===== src/rtl/cfc_pkg.sv =====
package cfc_pkg;
    // Kind of a single posted write travelling to the consumer side.
    typedef enum logic {
        BEAT_DATA = 1'b0,
        BEAT_CNT  = 1'b1
    } beat_kind_e;
endpackage


===== src/rtl/cfc_link.sv =====
// In-order posted-write link: a fixed pipeline of LAT register stages.
module cfc_link #(
    parameter int W   = 8,
    parameter int LAT = 2
) (
    input  logic         clk,
    input  logic         rst_n,
    input  logic         in_vld,
    input  logic [W-1:0] in_pay,
    output logic         out_vld,
    output logic [W-1:0] out_pay
);
    typedef struct packed {
        logic [LAT-1:0]        vld;
        logic [LAT-1:0][W-1:0] pay;
    } st_t;

    st_t st_d, st_q;

    always_comb begin
        st_d = st_q;
        for (int i = LAT - 1; i > 0; i--) begin
            st_d.vld[i] = st_q.vld[i-1];
            st_d.pay[i] = st_q.pay[i-1];
        end
        st_d.vld[0] = in_vld;
        st_d.pay[0] = in_pay;
    end

    always_ff @(posedge clk) begin
        if (!rst_n) st_q <= '0;
        else        st_q <= st_d;
    end

    assign out_vld = st_q.vld[LAT-1];
    assign out_pay = st_q.pay[LAT-1];
endmodule


===== src/rtl/cfc_prod.sv =====
// Producer side: owns the write count, keeps a copy of the read count.
module cfc_prod
    import cfc_pkg::*;
#(
    parameter  int DW = 16,
    parameter  int AW = 3,
    localparam int CW = AW + 1,
    localparam int PW = 1 + CW + DW
) (
    input  logic          clk,
    input  logic          rst_n,
    input  logic          push_valid,
    output logic          push_ready,
    input  logic [DW-1:0] push_data,
    input  logic          rd_upd_vld,
    input  logic [CW-1:0] rd_upd_cnt,
    output logic          link_vld,
    output logic [PW-1:0] link_pay,
    output logic [CW-1:0] wr_cnt,
    output logic [CW-1:0] rd_copy
);
    typedef struct packed {
        logic [CW-1:0] wr;
        logic [CW-1:0] rdcp;
        logic [CW-1:0] pub;
    } st_t;

    st_t  st_d, st_q;
    logic full;
    logic fire;

    always_comb begin
        st_d       = st_q;
        link_vld   = 1'b0;
        link_pay   = '0;
        full       = (st_q.wr[AW] != st_q.rdcp[AW]) &&
                     (st_q.wr[AW-1:0] == st_q.rdcp[AW-1:0]);
        push_ready = !full;
        fire       = push_valid && !full;
        if (fire) begin
            // Data write first; the count that covers it follows later.
            link_vld = 1'b1;
            link_pay = {BEAT_DATA, st_q.wr, push_data};
            st_d.wr  = st_q.wr + CW'(1);
        end else if (st_q.wr != st_q.pub) begin
            link_vld = 1'b1;
            link_pay = {BEAT_CNT, st_q.wr, {DW{1'b0}}};
            st_d.pub = st_q.wr;
        end
        if (rd_upd_vld) st_d.rdcp = rd_upd_cnt;
    end

    always_ff @(posedge clk) begin
        if (!rst_n) st_q <= '0;
        else        st_q <= st_d;
    end

    assign wr_cnt  = st_q.wr;
    assign rd_copy = st_q.rdcp;
endmodule


===== src/rtl/cfc_cons.sv =====
// Consumer side: holds the ring storage, owns the read count,
// keeps a copy of the write count.
module cfc_cons
    import cfc_pkg::*;
#(
    parameter  int DW    = 16,
    parameter  int DEPTH = 8,
    localparam int AW    = $clog2(DEPTH),
    localparam int CW    = AW + 1,
    localparam int PW    = 1 + CW + DW
) (
    input  logic          clk,
    input  logic          rst_n,
    input  logic          link_vld,
    input  logic [PW-1:0] link_pay,
    output logic          pop_valid,
    input  logic          pop_ready,
    output logic [DW-1:0] pop_data,
    output logic          ret_vld,
    output logic [CW-1:0] ret_cnt,
    output logic [CW-1:0] rd_cnt,
    output logic [CW-1:0] wr_copy
);
    typedef struct packed {
        logic [CW-1:0]             rd;
        logic [CW-1:0]             wrcp;
        logic [DEPTH-1:0][DW-1:0] mem;
    } st_t;

    st_t           st_d, st_q;
    beat_kind_e    kind;
    logic [CW-1:0] beat_cnt;
    logic [DW-1:0] beat_data;

    always_comb begin
        st_d      = st_q;
        kind      = beat_kind_e'(link_pay[PW-1]);
        beat_cnt  = link_pay[DW +: CW];
        beat_data = link_pay[DW-1:0];
        pop_valid = (st_q.rd != st_q.wrcp);
        pop_data  = st_q.mem[st_q.rd[AW-1:0]];
        ret_vld   = 1'b0;
        ret_cnt   = st_q.rd + CW'(1);
        if (pop_valid && pop_ready) begin
            st_d.rd = st_q.rd + CW'(1);
            ret_vld = 1'b1;
        end
        if (link_vld) begin
            if (kind == BEAT_DATA) st_d.mem[beat_cnt[AW-1:0]] = beat_data;
            else                   st_d.wrcp = beat_cnt;
        end
    end

    always_ff @(posedge clk) begin
        if (!rst_n) st_q <= '0;
        else        st_q <= st_d;
    end

    assign rd_cnt  = st_q.rd;
    assign wr_copy = st_q.wrcp;
endmodule


===== src/rtl/cnt_fifo_chan.sv =====
module cnt_fifo_chan #(
    parameter int DW       = 16,
    parameter int DEPTH    = 8,
    parameter int LINK_LAT = 3
) (
    input  logic          clk,
    input  logic          rst_n,
    input  logic          push_valid,
    output logic          push_ready,
    input  logic [DW-1:0] push_data,
    output logic          pop_valid,
    input  logic          pop_ready,
    output logic [DW-1:0] pop_data
);
    localparam int AW = $clog2(DEPTH);
    localparam int CW = AW + 1;
    localparam int PW = 1 + CW + DW;

    logic          fwd_in_vld,  fwd_out_vld;
    logic [PW-1:0] fwd_in_pay,  fwd_out_pay;
    logic          ret_in_vld,  ret_out_vld;
    logic [CW-1:0] ret_in_cnt,  ret_out_cnt;
    logic [CW-1:0] prod_wr, prod_rdcp, cons_rd, cons_wrcp;

    cfc_prod #(.DW(DW), .AW(AW)) u_prod (
        .clk        (clk),
        .rst_n      (rst_n),
        .push_valid (push_valid),
        .push_ready (push_ready),
        .push_data  (push_data),
        .rd_upd_vld (ret_out_vld),
        .rd_upd_cnt (ret_out_cnt),
        .link_vld   (fwd_in_vld),
        .link_pay   (fwd_in_pay),
        .wr_cnt     (prod_wr),
        .rd_copy    (prod_rdcp)
    );

    cfc_link #(.W(PW), .LAT(LINK_LAT)) u_fwd (
        .clk     (clk),
        .rst_n   (rst_n),
        .in_vld  (fwd_in_vld),
        .in_pay  (fwd_in_pay),
        .out_vld (fwd_out_vld),
        .out_pay (fwd_out_pay)
    );

    cfc_cons #(.DW(DW), .DEPTH(DEPTH)) u_cons (
        .clk       (clk),
        .rst_n     (rst_n),
        .link_vld  (fwd_out_vld),
        .link_pay  (fwd_out_pay),
        .pop_valid (pop_valid),
        .pop_ready (pop_ready),
        .pop_data  (pop_data),
        .ret_vld   (ret_in_vld),
        .ret_cnt   (ret_in_cnt),
        .rd_cnt    (cons_rd),
        .wr_copy   (cons_wrcp)
    );

    cfc_link #(.W(CW), .LAT(LINK_LAT)) u_ret (
        .clk     (clk),
        .rst_n   (rst_n),
        .in_vld  (ret_in_vld),
        .in_pay  (ret_in_cnt),
        .out_vld (ret_out_vld),
        .out_pay (ret_out_cnt)
    );
endmodule


===== config.mk =====
export PLATFORM = sky130hd
export DESIGN_NAME = cnt_fifo_chan
export DESIGN_NICKNAME = d
export VERILOG_FILES = /design/src/rtl/cfc_pkg.sv /design/src/rtl/cfc_link.sv /design/src/rtl/cfc_prod.sv /design/src/rtl/cfc_cons.sv /design/src/rtl/cnt_fifo_chan.sv
export SDC_FILE = /design/constraint.sdc
export NUM_CORES = 1
export LEC_CHECK = 0
export ABC_AREA = 1
export BUFFER_PORTS_ARGS = -buffer_cell sky130_fd_sc_hd__buf_2
export CORE_MARGIN = 1
export CORE_UTILIZATION = 50
export CTS_CLUSTER_SIZE = 16
export DETAILED_ROUTE_END_ITERATION = 10
export GPL_ROUTABILITY_DRIVEN = 1
export PLACE_DENSITY = 0.67
export SYNTH_ARGS = -nofsm -noshare
export SYNTH_HDL_FRONTEND = slang
export SYNTH_HIERARCHICAL = 1
export SYNTH_SLANG_ARGS = --single-unit

===== constraint.sdc =====
create_clock -name clk -period 2 [get_ports clk]
set_input_delay 0.1 -clock clk [delete_from_list [all_inputs] [get_ports clk]]
set_output_delay 0.1 -clock clk [all_outputs]
set_load 0.05 [all_outputs]

==> flow_summary.toml, run 1 <==
[global_routing]
grt_max_degree = 69
grt_pass1_wl_mm = 37.4
grt-ovfl-total = 0
grtUsageTotal = 0.238
antenna_found_initial = 0
first_global_vias = 7317

[sta]
fin_crit_ps = 1960
tightest_slew_ps = 489
slew_viol_final = 0
timing.fmax_ghz = 0.509
whs_ps = 404
slew_headroom = 0.673
rsz0062_at_grt = "yes"
tns_ps = 0
clock-skew-final_ps = 10.4
finalHoldViolations = 0
fin_crit_sh = 0.982
setup_violations = 0

[clocking]
worstSkewPairLatency_ps = 530
cts_tree = "built"
cts_sinks = 229
cts_buffers = 25
clkTransAtPathRegs_ps = 60
htree_levels = 1
clockRootBuffer = "clkbuf_16"
clockBufferDepth = 3

[worst_setup_path]
ff2ff_path_depth = 10
arrival_ps = 1860
worstSetupEndpointType = "primary output"
crit_fanout = 18
crit_type = "flip-flop to primary output"
cp.required_ps = 1900
worst-r2r-setup-slack_ps = 330
start_kind = "flip-flop"

[die]
io_pins = 38
start_util = 0.509
dieHeight_um = 140
die_w_um = 140
fp.dieArea_mm2 = 0.0196
coreArea_mm2 = 0.0187
num_rows = 50

[final_layout]
post-route-util = 0.593
final_cell_mix = "nor2_1, dfxtp_1, nand2_1"
diodes = 0
syn_to_final_growth_pct = 16.5
fin_cells = 1547
drive_above_1_share = 0.187
nets = 1318
final_common_cell = "nor2_1"
final_area_mm2 = 0.0111

[logic_synthesis]
syn_nets = 1288
netlist_area_mm2 = 0.00952
ys_warn_count = 6
syn_area_per_cell_um2 = 7.52
syn_inst = 1266

[worst_hold_path]
holdPathStages = 2
hold_path_class = "flip-flop to flip-flop"

[status]
status = "finished, final reports clean"

[placement]
portBuffers = 37
postPlaceCellArea_mm2 = 0.00971
hpwl_mm = 13.7
dp_cells = 1475
gp_congestion = 0.787

[power]
cellLeakagePower_uw = 0.00575
power.density_cell_area_mw_per_mm2 = 1330
ir_drop_mv = 0.786

[detailed_routing]
drc = 0
first_pass_iters = 6
wl_per_cell_um = 15.7
drtIter0Drc = 577
dr_total_vias = 8044
postRouteAntennaNets = 0
routed_wirelength_mm = 24.2
vias_per_cell = 5.20

[run]
cap_violations = 0
[routing by layer]
layer / track usage / part of all wire / vias up
met2: 0.412 / 0.47 / 277
met1: 0.304 / 0.44 / 3713
li1: - / - / 3994
met4: 0.0920 / 0.035 / 0
met5: 0 / 0 / -
met3: 0.0284 / 0.059 / 60
[power by group]
group / switching, uW / internal (uW) / leakage, uW
clock: 1820 / 2810 / 0.000419
sequential: 181 / 4790 / 0.00186
combinational: 3230 / 1880 / 0.00347
[worst max-delay path, cell delays in order (launching register included)]
cell and delay, ps:
dfxtp_4 400, buf_12 110, clkbuf_16 170, o21ai_0 90
o22ai_1 150, nand2_1 60, nand2_1 150, buf_6 180
[final timing paths]
check / start / endpoint
setup reg to reg: u_prod/wr_cnt[0] / u_fwd/st_d[37]
setup / recovery: u_cons/rd_cnt[1] / pop_data[7]
hold reg to reg: u_fwd/st_d[57] / u_fwd/out_pay[15]
hold / removal: u_fwd/st_d[57] / u_fwd/out_pay[15]
[sequential cells by signal (all words and copies together), names as in the netlist]
register        flops
u_ret/st_d         10
u_ret/out_vld       1
u_cons/rd_cnt       4
u_prod/wr_cnt       4
u_prod/rd_copy      4
u_ret/out_pay       4
u_prod/st_q         4
u_fwd/st_d         44
u_fwd/out_pay      21
u_cons/st_q       128
u_cons/wr_copy      4
u_fwd/out_vld       1
[layout make-up]
class | count | area, um^2
timing repair buffer | 87 | 931
clock buffer | 35 | 733
clock inverter | 9 | 103
multi-input combinational | 818 | 3890
sequential | 229 | 4590
fill | 1639 | 7620
inverter | 135 | 543
tap | 234 | 293
[stage by stage]
stage,setup slack (ps),total power [uW]
after detailed placement,382,9080
after floorplan,520,8020
final,36.2,14700
after CTS,0.917,13900
after global routing,-38.0,15400
after global placement,380,9040
[timing repair]
action	4_1_cts	5_1_grt
endpoints found under the hold margin	34	0
pin swaps	0	4
setup buffers	0	4
setup endpoints to repair	16	17
gates cloned	0	5
gates resized for setup	15	47
hold buffers	19	0
Note: power is estimated with default switching activity, not from simulation.
==> inputs of run 2 (changes only) <==
CTS_BUF_LIST = sky130_fd_sc_hd__clkbuf_4   (was not set)
==> run 2 against run 1 <==
Net effect:
- the run now ends with setup timing left
- worst setup slack worse by 160 ps
- clock power fell by 16%
- clock skew rose by 32 ps
- combinational power grew 14%
- total power shrank 0.23%
- global-route usage increased by 1.5 points
- routed wire length grew 3.7%
- clock-buffer cell count rose by 53
- first-iteration DRC count up 13%
- maximum frequency shrank 7.5%
- sequential share of layout area is 0.77 points lower
- sequential power is essentially flat
- highest routed layer unchanged
==> flow_summary.toml, run 2 (same netlist as run 1, synthesis figures left out) <==
[final_layout]
multi_input_area_mm2 = 0.00399
syn_to_final_growth_pct = 18.8
largest-register = "u_cons/st_q"
drive_above_1_share = 0.235
fillCellCount = 1643
final_area_mm2 = 0.0113
post-route-util = 0.605
final_common_cell = "nor2_1"
layout.area.seq_mm2 = 0.00460
nets = 1365
largest_register_ffs = 128
diodes = 0
final_cell_mix = "nor2_1, dfxtp_1, nand2_1"

[placement]
post-place-ws_ps = 382
portBuffers = 37
hpwl_mm = 13.7
postPlaceCellArea_mm2 = 0.00971
gp_congestion = 0.787

[clocking]
clockBufferDepth = 3
cts_sinks = 229
worstSkewPairLatency_ps = 700
clockRootBuffer = "clkbuf_4"
htree_levels = 2
cts_tree = "built"
clkTransAtPathRegs_ps = 70
cts_buffers = 59

[sta]
fin_crit_sh = 1.06
timing.fmax_ghz = 0.471
tightest_slew_ps = 518
tns_ps = -873
finalHoldViolations = 0
rsz0062_at_grt = "yes"
slew_headroom = 0.654
slew_viol_final = 0
setup_violations = 17
worst_slack_ps = -122
clock-skew-final_ps = 42.4
fin_crit_ps = 2120

[worst_setup_path]
worstSetupEndpointType = "primary output"
start_kind = "flip-flop"
crit_fanout = 5
crit_type = "flip-flop to primary output"
cp.required_ps = 1900
arrival_ps = 2020

[detailed_routing]
drc = 0
drtIter0Drc = 653
vias_per_cell = 5.21
dr_total_vias = 8433
routed_wirelength_mm = 25.1
postRouteAntennaNets = 0
top_layer_used = "met4"
drt-met1-wl_mm = 10.7
wl_per_cell_um = 15.5
wl_met2_mm = 12.0
first_pass_iters = 7
wl_met3_mm = 1.84

[global_routing]
grt_pass1_wl_mm = 39.6
first_global_vias = 7883
grtUsageTotal = 0.254
grt_max_degree = 69
antenna_found_initial = 0
grt-ovfl-total = 0

[die]
coreArea_mm2 = 0.0187
io_pins = 38
num_rows = 50
dieHeight_um = 140
start_util = 0.509
fp.dieArea_mm2 = 0.0196
die_w_um = 140

[status]
violations = "setup timing"
status = "finished, violations left"

[power]
ir_drop_mv = 0.820
power.density_cell_area_mw_per_mm2 = 1300
cellLeakagePower_uw = 0.00589

[worst_hold_path]
hold_path_class = "input pin to flip-flop"

[run]
cap_violations = 0
## run 2: cell count changes in the layout (fill, tap and decap cells not counted), sizes merged
cell,change
clkbuf,+51
buf,+8
bufinv,-2
clkinv,+9
inv,-1
dlygate4sd3,+7
## run 2: worst paths after layout
kind | cells past startpoint | slack, ps | startpoint | end
setup / recovery | 7 | -120 | u_cons/rd_cnt[0] | pop_data[7]
setup reg to reg | 10 | 190 | u_prod/wr_cnt[3] | u_fwd/st_d[21]
hold / removal | 6 | 250 | push_data[15] | u_fwd/st_d[36]
hold reg to reg | 2 | 400 | u_fwd/st_d[59] | u_fwd/out_pay[17]
## run 2: report_power, final
part | switching, uW | internal [uW]
Clock | 1870 | 2000
Combinational | 3470 | 2360
Sequential | 198 | 4790
## run 2: cell type report
cell class,instances,share of cell area
sequential,229,0.406
inverter,135,0.0481
clock inverter,15,0.00597
clock buffer,88,0.0584
tap,234,0.0259
timing repair buffer,100,0.103
multi-input combinational,818,0.352
## run 2: repair_timing
action                     CTS  global route
pin swaps                    6            13
setup buffers                5             2
cloned                       5             3
resized for setup           78            48
hold buffers                26             0
setup endpoints to repair   17            25
hold endpoints to repair    89             0
## run 2: stage by stage
step	hold WS, ps	instances	power, uW
after floorplan	193	1266	8020
final	255	1619	14700
after global routing	250	1619	15400
after global placement	392	1475	9040
after CTS	194	1614	14200
after detailed placement	396	1475	9080
## run 2: critical path, stage by stage (launching register included)
cell     delay (ps)
dfxtp_4         450
buf_12          150
buf_16          130
nor2_1           60
o22ai_1         170
nand2_1          90
nand2_2         120
buf_8           150
## run 2: metal layers
layer,up-vias,track usage
met1,3892,0.319
met3,68,0.0462
met5,-,0
met2,340,0.427
li1,4133,-
met4,0,0.109
==> inputs of run 3 (changes only) <==
clock period = 2.2 ns   (was 2 ns; I/O delays follow)
==> run 3 against run 2 <==
Net effect:
- the flow now finishes without violations
- hold slack gained 1.5 ps
- clock skew shrank 2.0 ps
- global-route usage shrank 0.64 points
- flip-flop and latch count is the same
- largest power group unchanged
==> flow_summary.toml, run 3 (same netlist as run 1, synthesis figures left out) <==
[global_routing]
grt_max_degree = 94
grt-ovfl-total = 0
grt_pass1_wl_mm = 38.8
grtUsageTotal = 0.247
first_global_vias = 7837
antenna_found_initial = 1

[final_layout]
drive_above_1_share = 0.210
syn_to_final_growth_pct = 15.8
nets = 1360
largest_register_ffs = 128
largest-register = "u_cons/st_q"
final_common_cell = "nor2_1"
post-route-util = 0.589
final_cell_mix = "nor2_1, dfxtp_1, nand2_1"

[clocking]
cts_tree = "built"
clkTransAtPathRegs_ps = 80
clockRootBuffer = "clkbuf_4"
cts_buffers = 59
worstSkewPairLatency_ps = 710
clockBufferDepth = 3
cts_sinks = 229
htree_levels = 2

[detailed_routing]
dr_total_vias = 8315
vias_per_cell = 5.16
postRouteAntennaNets = 0
first_pass_iters = 6
drc = 0
drtIter0Drc = 700
wl_per_cell_um = 15.3
routed_wirelength_mm = 24.7

[die]
num_rows = 50
die_w_um = 140
start_util = 0.509
dieHeight_um = 140
coreArea_mm2 = 0.0187
io_pins = 38
fp.dieArea_mm2 = 0.0196

[sta]
worst_slack_ps = 52.8
slew_headroom = 0.660
clock-skew-final_ps = 40.4
timing.fmax_ghz = 0.466
finalHoldViolations = 0
slew_viol_final = 0
tightest_slew_ps = 509
fin_crit_ps = 2150
setup_violations = 0
fin_crit_sh = 0.976
rsz0062_at_grt = "yes"

[power]
netSwitchingFraction = 0.380
power.density_cell_area_mw_per_mm2 = 1160
finalPower_uw = 12800
power_frac_comb = 0.366
pwr-share-seq = 0.353
p_int_uw = 7900
ir_drop_mv = 0.651
switching_power_uw = 4850
p_clk_frac = 0.280
cellLeakagePower_uw = 0.00575

[worst_setup_path]
crit_type = "flip-flop to primary output"
cp.required_ps = 2090
worstSetupEndpointType = "primary output"
arrival_ps = 2040
crit_cells = 7
startpoint = "u_cons/rd_cnt[0]"
critical_path.top_delay_family = "buffers and inverters"
crit_slowest_cell = "dfxtp_4"
crit_fanout = 12
critPathCapture = "pop_data[12]"
critPathBufInv = 3
path_common_cell = "nand2_1"
start_kind = "flip-flop"
r2r_start = "u_prod/wr_cnt[2]"
ff2ff_path_depth = 10
max_stage_delay_ps = 450
r2r_end = "u_fwd/st_d[34]"
worst-r2r-setup-slack_ps = 190
path_cells = "buf_12 > clkbuf_16 > o21ai_0 > o22ai_1 > nand2_1 > nand2_1 > buf_6"

[status]
status = "finished, final reports clean"

[run]
cap_violations = 0

[placement]
hpwl_mm = 13.5
gp_congestion = 0.802
portBuffers = 37
post-place-ws_ps = 552

[worst_hold_path]
hold_path_class = "input pin to flip-flop"
-- run 3: final cells by class --
class	instances	area, um^2
inverter	135	544
clock buffer	78	586
fill	1756	7680
antenna	2	5.00
timing repair inverter	1	8.76
timing repair buffer	94	960
sequential	229	4590
tap	234	293
clock inverter	20	134
multi-input combinational	818	3910
-- run 3: worst min path at each step --
stage                               from                to  slack (ps)  cells past startpoint
after floorplan                    rst_n  u_ret/out_pay[3]         200                      2
after global routing           pop_ready  u_cons/rd_cnt[0]         280                      5
after CTS                      pop_ready  u_cons/rd_cnt[0]         220                      5
after global placement    u_fwd/st_d[64]    u_fwd/st_d[65]         390                      2
final                          pop_ready  u_cons/rd_cnt[1]         260                      5
after detailed placement  u_ret/st_d[13]    u_ret/st_d[14]         400                      2
-- run 3: metal layers --
| layer | wire [um] | track usage |
|---|---|---|
| met5 | 0 | 0 |
| met4 | 526 | 0.102 |
| met3 | 1850 | 0.0455 |
| met2 | 11800 | 0.422 |
| met1 | 10500 | 0.307 |
-- run 3: tightest hold or removal path, stage by stage --
cell           delay (ps)
dlygate4sd3_1         520
buf_2                 140
nand3_1                80
nand2_1                60
nor2_1                 30
-- run 3: what timing repair did --
| action | in CTS | in global routing |
|---|---|---|
| pin swaps | 0 | 10 |
| endpoints found under the hold margin | 87 | 0 |
| buffers inserted | 0 | 3 |
| hold buffers | 30 | 0 |
| gates cloned | 0 | 6 |
| gates resized for setup | 25 | 55 |
| endpoints found under the setup margin | 17 | 22 |
-- run 3: power by group through the flow --
stage	logic [uW]	registers [uW]	clock network, uW
final	4670	4500	3580
after global routing	5030	4520	3860
after floorplan	2790	4500	0
after global placement	3660	4550	0
after CTS	3930	4480	3640
after detailed placement	3690	4550	0
-- run 3: stage by stage --
stage               hold slack (ps)  cells  instance area (um^2)  TNS (ps)
floorplan                       203   1266                  9520         0
global placement                391   1473                  9660         0
detailed placement              396   1473                  9660         0
CTS                             222   1601                 10700     -23.9
global route                    279   1611                 11000      -379
finish                          256   1611                 11000         0
